[config.mk]
export PLATFORM = sky130hd
export DESIGN_NAME = sd_init_seq
export DESIGN_NICKNAME = d
export VERILOG_FILES = /design/src/rtl/sd_init_pkg.sv /design/src/rtl/sd_limit_ctr.sv /design/src/rtl/sd_step_decode.sv /design/src/rtl/sd_init_seq.sv
export SDC_FILE = /design/constraint.sdc
export NUM_CORES = 1
export LEC_CHECK = 0
export ABC_AREA = 1
export BUFFER_PORTS_ARGS = -buffer_cell sky130_fd_sc_hd__buf_2
export CAP_MARGIN = 20
export CORE_AREA = 5 5 102 152
export CTS_CLUSTER_DIAMETER = 30
export CTS_CLUSTER_SIZE = 40
export DETAILED_ROUTE_END_ITERATION = 8
export DIE_AREA = 0 0 107 157
export HOLD_SLACK_MARGIN = 0.12
export SETUP_SLACK_MARGIN = 0.5
export SKIP_LAST_GASP = 1
export SLEW_MARGIN = 20
export SYNTH_ARGS = -nofsm -noshare
export SYNTH_HDL_FRONTEND = slang
export SYNTH_SLANG_ARGS = --single-unit
[constraint.sdc]
create_clock -name clk -period 4.4 [get_ports clk]
set_clock_uncertainty 0.2 [all_clocks]
set_input_delay 0.44 -clock clk [delete_from_list [all_inputs] [get_ports clk]]
set_output_delay 0.44 -clock clk [all_outputs]
set_load 0.01 [all_outputs]
[src/rtl/sd_init_pkg.sv]
`timescale 1ns/1ps
package sd_init_pkg;

    typedef enum logic [2:0] {
        PH_IDLE,
        PH_PRE,
        PH_PRE_W,
        PH_CMD,
        PH_CMD_W,
        PH_GAP
    } phase_t;

    typedef enum logic [2:0] {
        STP_RESET,
        STP_IFCOND,
        STP_V1_APP,
        STP_V1_OP,
        STP_V2_OCR,
        STP_V2_APP,
        STP_V2_OP,
        STP_BLKLEN
    } step_t;

    typedef enum logic [1:0] {
        CARD_NONE = 2'd0,
        CARD_V1   = 2'd1,
        CARD_V2   = 2'd2,
        CARD_V2HC = 2'd3
    } card_t;

    typedef enum logic [1:0] {
        OC_ADVANCE,
        OC_BRANCH,
        OC_RETRY,
        OC_FAIL
    } outcome_t;

    typedef struct packed {
        logic [5:0]  idx;
        logic [31:0] arg;
    } cmd_req_t;

    localparam logic [7:0]  R1_READY        = 8'h00;
    localparam logic [7:0]  R1_IDLE         = 8'h01;
    localparam logic [7:0]  R1_IDLE_ILLEGAL = 8'h05;

    localparam logic [31:0] ARG_NONE   = 32'h0000_0000;
    localparam logic [31:0] ARG_IFCOND = 32'h0000_01AA;
    localparam logic [31:0] ARG_HCS    = 32'h4000_0000;
    localparam logic [31:0] ARG_BLKLEN = 32'd512;

    // Command presented for each step of the sequence.
    function automatic cmd_req_t step_cmd(input step_t s);
        cmd_req_t c;
        case (s)
            STP_RESET:  begin c.idx = 6'd0;  c.arg = ARG_NONE;   end
            STP_IFCOND: begin c.idx = 6'd8;  c.arg = ARG_IFCOND; end
            STP_V1_APP: begin c.idx = 6'd55; c.arg = ARG_NONE;   end
            STP_V1_OP:  begin c.idx = 6'd41; c.arg = ARG_NONE;   end
            STP_V2_OCR: begin c.idx = 6'd58; c.arg = ARG_NONE;   end
            STP_V2_APP: begin c.idx = 6'd55; c.arg = ARG_NONE;   end
            STP_V2_OP:  begin c.idx = 6'd41; c.arg = ARG_HCS;    end
            STP_BLKLEN: begin c.idx = 6'd16; c.arg = ARG_BLKLEN; end
            default:    begin c.idx = 6'd0;  c.arg = ARG_NONE;   end
        endcase
        return c;
    endfunction

    // True when a response arrived and carries exactly the wanted byte.
    function automatic logic r1_is(input logic [7:0] r1, input logic tmo,
                                   input logic [7:0] want);
        return !tmo && (r1 == want);
    endfunction

endpackage

[src/rtl/sd_limit_ctr.sv]
`timescale 1ns/1ps
module sd_limit_ctr #(
    parameter int unsigned LIMIT = 16
) (
    input  logic clk,
    input  logic rst,
    input  logic clr,
    input  logic inc,
    output logic at_last
);
    localparam int unsigned W = (LIMIT > 1) ? $clog2(LIMIT) : 1;
    localparam logic [W-1:0] LAST = W'(LIMIT - 1);

    logic [W-1:0] cnt;

    always_ff @(posedge clk) begin
        if (rst || clr) begin
            cnt <= '0;
        end else if (inc) begin
            cnt <= cnt + 1'b1;
        end
    end

    assign at_last = (cnt == LAST);


    ctr_wrap_chk: assert property (@(posedge clk) disable iff (rst)
        (inc && !clr) |-> !at_last);

endmodule

[src/rtl/sd_step_decode.sv]
`timescale 1ns/1ps
module sd_step_decode
    import sd_init_pkg::*;
(
    input  step_t      step,
    input  logic [7:0] r1,
    input  logic       tmo,
    input  logic       try_last,
    output cmd_req_t   req,
    output outcome_t   outcome
);
    logic is_idle, is_idle_ill, is_ready;

    assign req         = step_cmd(step);
    assign is_idle     = r1_is(r1, tmo, R1_IDLE);
    assign is_idle_ill = r1_is(r1, tmo, R1_IDLE_ILLEGAL);
    assign is_ready    = r1_is(r1, tmo, R1_READY);

    always_comb begin
        outcome = OC_FAIL;
        case (step)
            STP_RESET:  outcome = is_idle ? OC_ADVANCE : OC_FAIL;
            STP_IFCOND: begin
                if (is_idle)          outcome = OC_ADVANCE;
                else if (is_idle_ill) outcome = OC_BRANCH;
                else                  outcome = OC_FAIL;
            end
            STP_V1_APP, STP_V2_OCR, STP_V2_APP: outcome = OC_ADVANCE;
            STP_V1_OP, STP_V2_OP: begin
                if (is_ready)      outcome = OC_ADVANCE;
                else if (try_last) outcome = OC_FAIL;
                else               outcome = OC_RETRY;
            end
            STP_BLKLEN: outcome = is_ready ? OC_ADVANCE : OC_FAIL;
            default:    outcome = OC_FAIL;
        endcase
    end

endmodule

[src/rtl/sd_init_seq.sv]
`timescale 1ns/1ps
module sd_init_seq
    import sd_init_pkg::*;
#(
    parameter int unsigned PRE_BYTES   = 16,
    parameter int unsigned MAX_TRIES   = 5000,
    parameter int unsigned WAIT_CYCLES = 6250000
) (
    input  logic        clk,
    input  logic        rst,
    input  logic        init_req,
    output logic        cmd_start,
    output logic [5:0]  cmd_idx,
    output logic [31:0] cmd_arg,
    input  logic        cmd_done,
    input  logic [7:0]  cmd_r1,
    input  logic        cmd_timeout,
    output logic        dummy_req,
    input  logic        dummy_done,
    output logic        cs_n,
    output logic        fast_clk,
    output logic [1:0]  card_type,
    output logic        addr_scale,
    output logic        init_done
);
    phase_t   phase;
    step_t    step;
    card_t    pend_type;
    card_t    type_q;
    logic     pend_scale;
    cmd_req_t req;
    outcome_t outcome;

    logic accept, judge;
    logic byte_last, byte_inc;
    logic try_last, try_inc;
    logic gap_last, gap_inc, gap_clr;

    assign accept   = (phase == PH_IDLE) && init_req;
    assign judge    = (phase == PH_CMD_W) && cmd_done;
    assign byte_inc = (phase == PH_PRE_W) && dummy_done && !byte_last;
    assign try_inc  = judge && (outcome == OC_RETRY);
    assign gap_clr  = (phase != PH_GAP);
    assign gap_inc  = (phase == PH_GAP) && !gap_last;

    sd_limit_ctr #(.LIMIT(PRE_BYTES)) u_bytes (
        .clk(clk), .rst(rst), .clr(accept), .inc(byte_inc), .at_last(byte_last)
    );

    sd_limit_ctr #(.LIMIT(MAX_TRIES)) u_tries (
        .clk(clk), .rst(rst), .clr(accept), .inc(try_inc), .at_last(try_last)
    );

    sd_limit_ctr #(.LIMIT(WAIT_CYCLES)) u_gap (
        .clk(clk), .rst(rst), .clr(gap_clr), .inc(gap_inc), .at_last(gap_last)
    );

    sd_step_decode u_decode (
        .step(step), .r1(cmd_r1), .tmo(cmd_timeout), .try_last(try_last),
        .req(req), .outcome(outcome)
    );

    always_ff @(posedge clk) begin
        if (rst) begin
            phase      <= PH_IDLE;
            step       <= STP_RESET;
            pend_type  <= CARD_NONE;
            pend_scale <= 1'b0;
            type_q     <= CARD_NONE;
            addr_scale <= 1'b0;
            fast_clk   <= 1'b0;
            init_done  <= 1'b0;
        end else begin
            init_done <= 1'b0;
            case (phase)
                PH_IDLE: begin
                    if (init_req) begin
                        phase      <= PH_PRE;
                        step       <= STP_RESET;
                        type_q     <= CARD_NONE;
                        addr_scale <= 1'b0;
                        fast_clk   <= 1'b0;
                    end
                end
                PH_PRE:   phase <= PH_PRE_W;
                PH_PRE_W: begin
                    if (dummy_done) phase <= byte_last ? PH_CMD : PH_PRE;
                end
                PH_CMD:   phase <= PH_CMD_W;
                PH_GAP: begin
                    if (gap_last) phase <= PH_CMD;
                end
                PH_CMD_W: begin
                    if (cmd_done) begin
                        case (outcome)
                            OC_FAIL: begin
                                phase      <= PH_IDLE;
                                init_done  <= 1'b1;
                                type_q     <= CARD_NONE;
                                addr_scale <= 1'b0;
                                fast_clk   <= 1'b0;
                            end
                            OC_BRANCH: begin
                                step  <= STP_V1_APP;
                                phase <= PH_CMD;
                            end
                            OC_RETRY: begin
                                if (step == STP_V1_OP) begin
                                    step  <= STP_V1_APP;
                                    phase <= PH_CMD;
                                end else begin
                                    step  <= STP_V2_OCR;
                                    phase <= PH_GAP;
                                end
                            end
                            default: begin
                                phase <= PH_CMD;
                                case (step)
                                    STP_RESET:  step <= STP_IFCOND;
                                    STP_IFCOND: begin
                                        step  <= STP_V2_OCR;
                                        phase <= PH_GAP;
                                    end
                                    STP_V1_APP: step <= STP_V1_OP;
                                    STP_V1_OP: begin
                                        pend_type  <= CARD_V1;
                                        pend_scale <= 1'b1;
                                        step       <= STP_BLKLEN;
                                    end
                                    STP_V2_OCR: step <= STP_V2_APP;
                                    STP_V2_APP: step <= STP_V2_OP;
                                    STP_V2_OP: begin
                                        pend_type  <= CARD_V2;
                                        pend_scale <= 1'b0;
                                        step       <= STP_BLKLEN;
                                    end
                                    default: begin
                                        phase      <= PH_IDLE;
                                        init_done  <= 1'b1;
                                        type_q     <= pend_type;
                                        addr_scale <= pend_scale;
                                        fast_clk   <= 1'b1;
                                    end
                                endcase
                            end
                        endcase
                    end
                end
                default: phase <= PH_IDLE;
            endcase
        end
    end

    assign cmd_start = (phase == PH_CMD);
    assign dummy_req = (phase == PH_PRE);
    assign cs_n      = !((phase == PH_CMD) || (phase == PH_CMD_W));
    assign cmd_idx   = req.idx;
    assign cmd_arg   = req.arg;
    assign card_type = type_q;


    done_pulse_chk: assert property (@(posedge clk) disable iff (rst)
        init_done |=> !init_done);


    type_hold_chk: assert property (@(posedge clk) disable iff (rst)
        (!init_done && !$past(accept)) |-> $stable(card_type));


    fast_rise_chk: assert property (@(posedge clk) disable iff (rst)
        $rose(fast_clk) |-> (init_done && card_type != 2'd0));


    slow_cmd_chk: assert property (@(posedge clk) disable iff (rst)
        cmd_start |-> !fast_clk);


    pre_cs_chk: assert property (@(posedge clk) disable iff (rst)
        dummy_req |-> (cs_n && !fast_clk));

endmodule

==> results.py <==
metrics = {
    "layout": {
        "drive_above_1_share": 0.137,
        "fin_nets": 691,
        "syn_to_final_growth_pct": 11.6,
        "fillers": 1548,
        "diodes": 0,
        "fin_cells": 835,
    },
    "synth": {
        "synth_seq_cells": 61,
        "synth_top_cell_area_share": 0.297,
        "syn_area_um2": 4110,
        "netlist_instances": 638,
        "syn_area_per_cell_um2": 6.44,
        "yosys_warnings": 0,
        "synth_area_leader_cell": "dfxtp_1",
        "yosysSeqAreaShare": 0.297,
        "ys_top_cells_by_area": "dfxtp_1 30%, nand2_1 16%, nor2_1 8.1%",
        "synthDistinctLibCells": 35,
    },
    "cts": {
        "cts.repair.resized": 0,
        "clockBufferDepth": 2,
        "clock_sinks": 61,
        "insertion_delay_ps": 330,
        "clk_pin_slew_worst_paths_ps": 50,
        "cts_root_buffer": "clkbuf_16",
        "hold_buffers": 0,
        "cts.htree.levels": 3,
        "cts_tree": "yes",
        "cts_buffers": 9,
        "cts_setup_buffers": 0,
    },
    "pwr": {
        "p_leak_nw": 1.97,
        "ir_worst_vdd_v": 0.000263,
        "p_per_area_nw_per_um2": 469,
    },
    "routing": {
        "antenna_left": 0,
        "drc": 0,
        "viasPerCell": 4.46,
        "vias": 3725,
        "dr.pass1.iters": 4,
        "drt_iter0_drc": 131,
        "post_drt_wl_per_cell_um": 11.7,
        "finalWirelength_um": 9810,
    },
    "die": {
        "die_area_um2": 16800,
        "rows": 53,
        "io_pins": 60,
        "initial_core_util": 0.295,
        "coreArea_um2": 13900,
        "die_width_um": 107,
        "die_h_um": 157,
    },
    "worst_setup_path": {
        "crit_type": "reg -> reg",
        "start_kind": "flop",
        "cp.required_ps": 4470,
        "crit_path_max_fanout": 11,
        "cp-end-kind": "flop",
        "arrival_ps": 3280,
    },
    "global_route": {
        "gr-total-overflow": 0,
        "antenna_found_initial": 0,
        "grt_pass1_vias": 3647,
        "grt_pass1_wl_um": 16500,
        "groute.usage.overall": 0.121,
        "grt_max_degree": 24,
    },
    "placed_design": {
        "dp_cells": 820,
        "dp_hpwl_um": 7700,
        "port_buffers": 34,
        "place.gp.congestion": 0.853,
    },
    "run": {
        "drv_cap": 0,
    },
    "sta": {
        "fin_crit_sh": 0.730,
        "fmax_mhz": 311,
        "holdWs_ps": 251,
        "setup_viol": 0,
        "fin_setup_tns_ps": 0,
        "final.min_clock_period_ps": 3210,
        "final-max-slew-violation-count": 0,
        "hold_viol_final": 0,
        "rsz0062_at_grt": "no",
    },
    "outcome": {
        "outcome": "complete, no violations",
    },
    "worst_hold_path": {
        "hold_class": "in -> reg",
    },
}
==> through the flow <==
stage / worst slack, ps / area [um^2] / utilization / power (W)
after global routing: 789 / 4580 / 0.329 / 0.00231
after global placement: 1290 / 4270 / 0.306 / 0.00141
after CTS: 1210 / 4580 / 0.329 / 0.00218
after floorplan: 1600 / 4200 / - / 0.00129
final: 1190 / 4580 / 0.329 / 0.00215
after detailed placement: 1240 / 4270 / 0.306 / 0.00141
==> power by group <==
part / internal (W) / switching, W / leakage [nW] / total (W)
registers: 0.000603 / 0.0000566 / 0.493 / 0.000660
logic: 0.000237 / 0.000494 / 1.32 / 0.000731
clock network: 0.000507 / 0.000254 / 0.152 / 0.000761
total: 0.00135 / 0.000804 / 1.97 / 0.00215
==> flip-flops by register name, summed over array words and instances (netlist names) <==
name,cells
addr_scale,1
card_type,1
fast_clk,1
init_done,1
pend_type,2
phase,3
step,3
u_bytes.cnt,4
u_decode.req,9
u_gap.cnt,23
u_tries.cnt,13
==> final timing paths <==
kind	end	slack, ps	depth (start not counted)	from
max	u_decode.req[32]$_DFF_P_	1190	19	step[0]$_SDFFE_PP0N_
max reg2reg	u_decode.req[32]$_DFF_P_	1190	19	step[0]$_SDFFE_PP0N_
min	step[0]$_SDFFE_PP0N_	250	2	rst
min reg2reg	u_bytes.cnt[3]$_SDFFE_PP0P_	270	2	u_bytes.cnt[3]$_SDFFE_PP0P_
==> cells in the final DEF, fill, tap and decap left out, types with 5 or more instances in the layout <==
master,instances
nand2_2,10
buf_2,34
nand2_4,6
dfxtp_1,61
nor2_1,89
clkbuf_16,9
nand3_1,40
nand4_1,13
a21oi_1,43
nor2_2,7
nand2_1,178
xor2_1,11
nor2_4,5
inv_1,74
ha_1,11
nor3_1,6
o21ai_0,16
inv_2,7
conb_1,25
==> cell usage after synthesis <==
cell,instances
a21oi_1,43
buf_2,5
buf_4,31
buf_6,4
clkbuf_1,1
clkinv_2,1
conb_1,1
dfxtp_1,61
ha_1,11
inv_1,74
inv_2,7
inv_4,2
nand2_1,178
nand2_2,10
nand2_4,6
nand2_8,1
nand3_1,40
nand3_4,2
nand3b_1,1
nand4_1,13
nor2_1,89
nor2_2,7
nor2_4,5
nor2_8,2
nor3_1,6
nor3b_1,1
o211ai_1,2
o21a_1,1
o21ai_0,16
o21ai_1,2
o21ai_4,1
o22ai_1,1
o31ai_1,1
xnor2_1,1
xor2_1,11
==> layer usage <==
layer,track usage,part of all wire
met1,0.128,0.41
met2,0.226,0.53
met3,0.0193,0.030
met4,0.0658,0.036
met5,0,0
==> critical path, cell delays in order (launching register included) <==
cell and delay (ps):
dfxtp_1 520, inv_1 160, nand2_1 140, nand2_1 80, o22ai_1 200, inv_1 70
a21oi_1 260, inv_1 100, ha_1 240, inv_1 100, nand2_1 70, nand2_2 130
nand2_8 100, o21ai_4 210, nand2_4 80, inv_1 110, ha_1 240, inv_1 50
nand2_1 40, nand2_1 60
==> kinds of logic (layout without fill, tap and decap cells) <==
| kind of cell | Yosys count | count (layout) | share of synthesized area |
|---|---|---|---|
| and+or+nand+nor | 361 | 361 | 0.403 |
| buffers and inverters | 125 | 133 | 0.153 |
| AOI/OAI and AO/OA | 67 | 67 | 0.0871 |
| DFF | 61 | 61 | 0.297 |
| xor gates and xnor gates | 12 | 12 | 0.0256 |
| adders and majority gates | 11 | 11 | 0.0335 |
| other | 1 | 25 | 0.000913 |
==> layout make-up <==
type / count / area [um^2] / area share
clock buffers: 11 / 243 / 0.0530
clock inverters: 4 / 72.6 / 0.0158
inverters: 84 / 322 / 0.0702
multi-input cells: 476 / 2350 / 0.512
flip-flops and latches: 61 / 1220 / 0.266
well taps: 165 / 206 / 0.0450
repair buffers: 34 / 170 / 0.0371
Note: power is estimated with default switching activity, not from simulation.
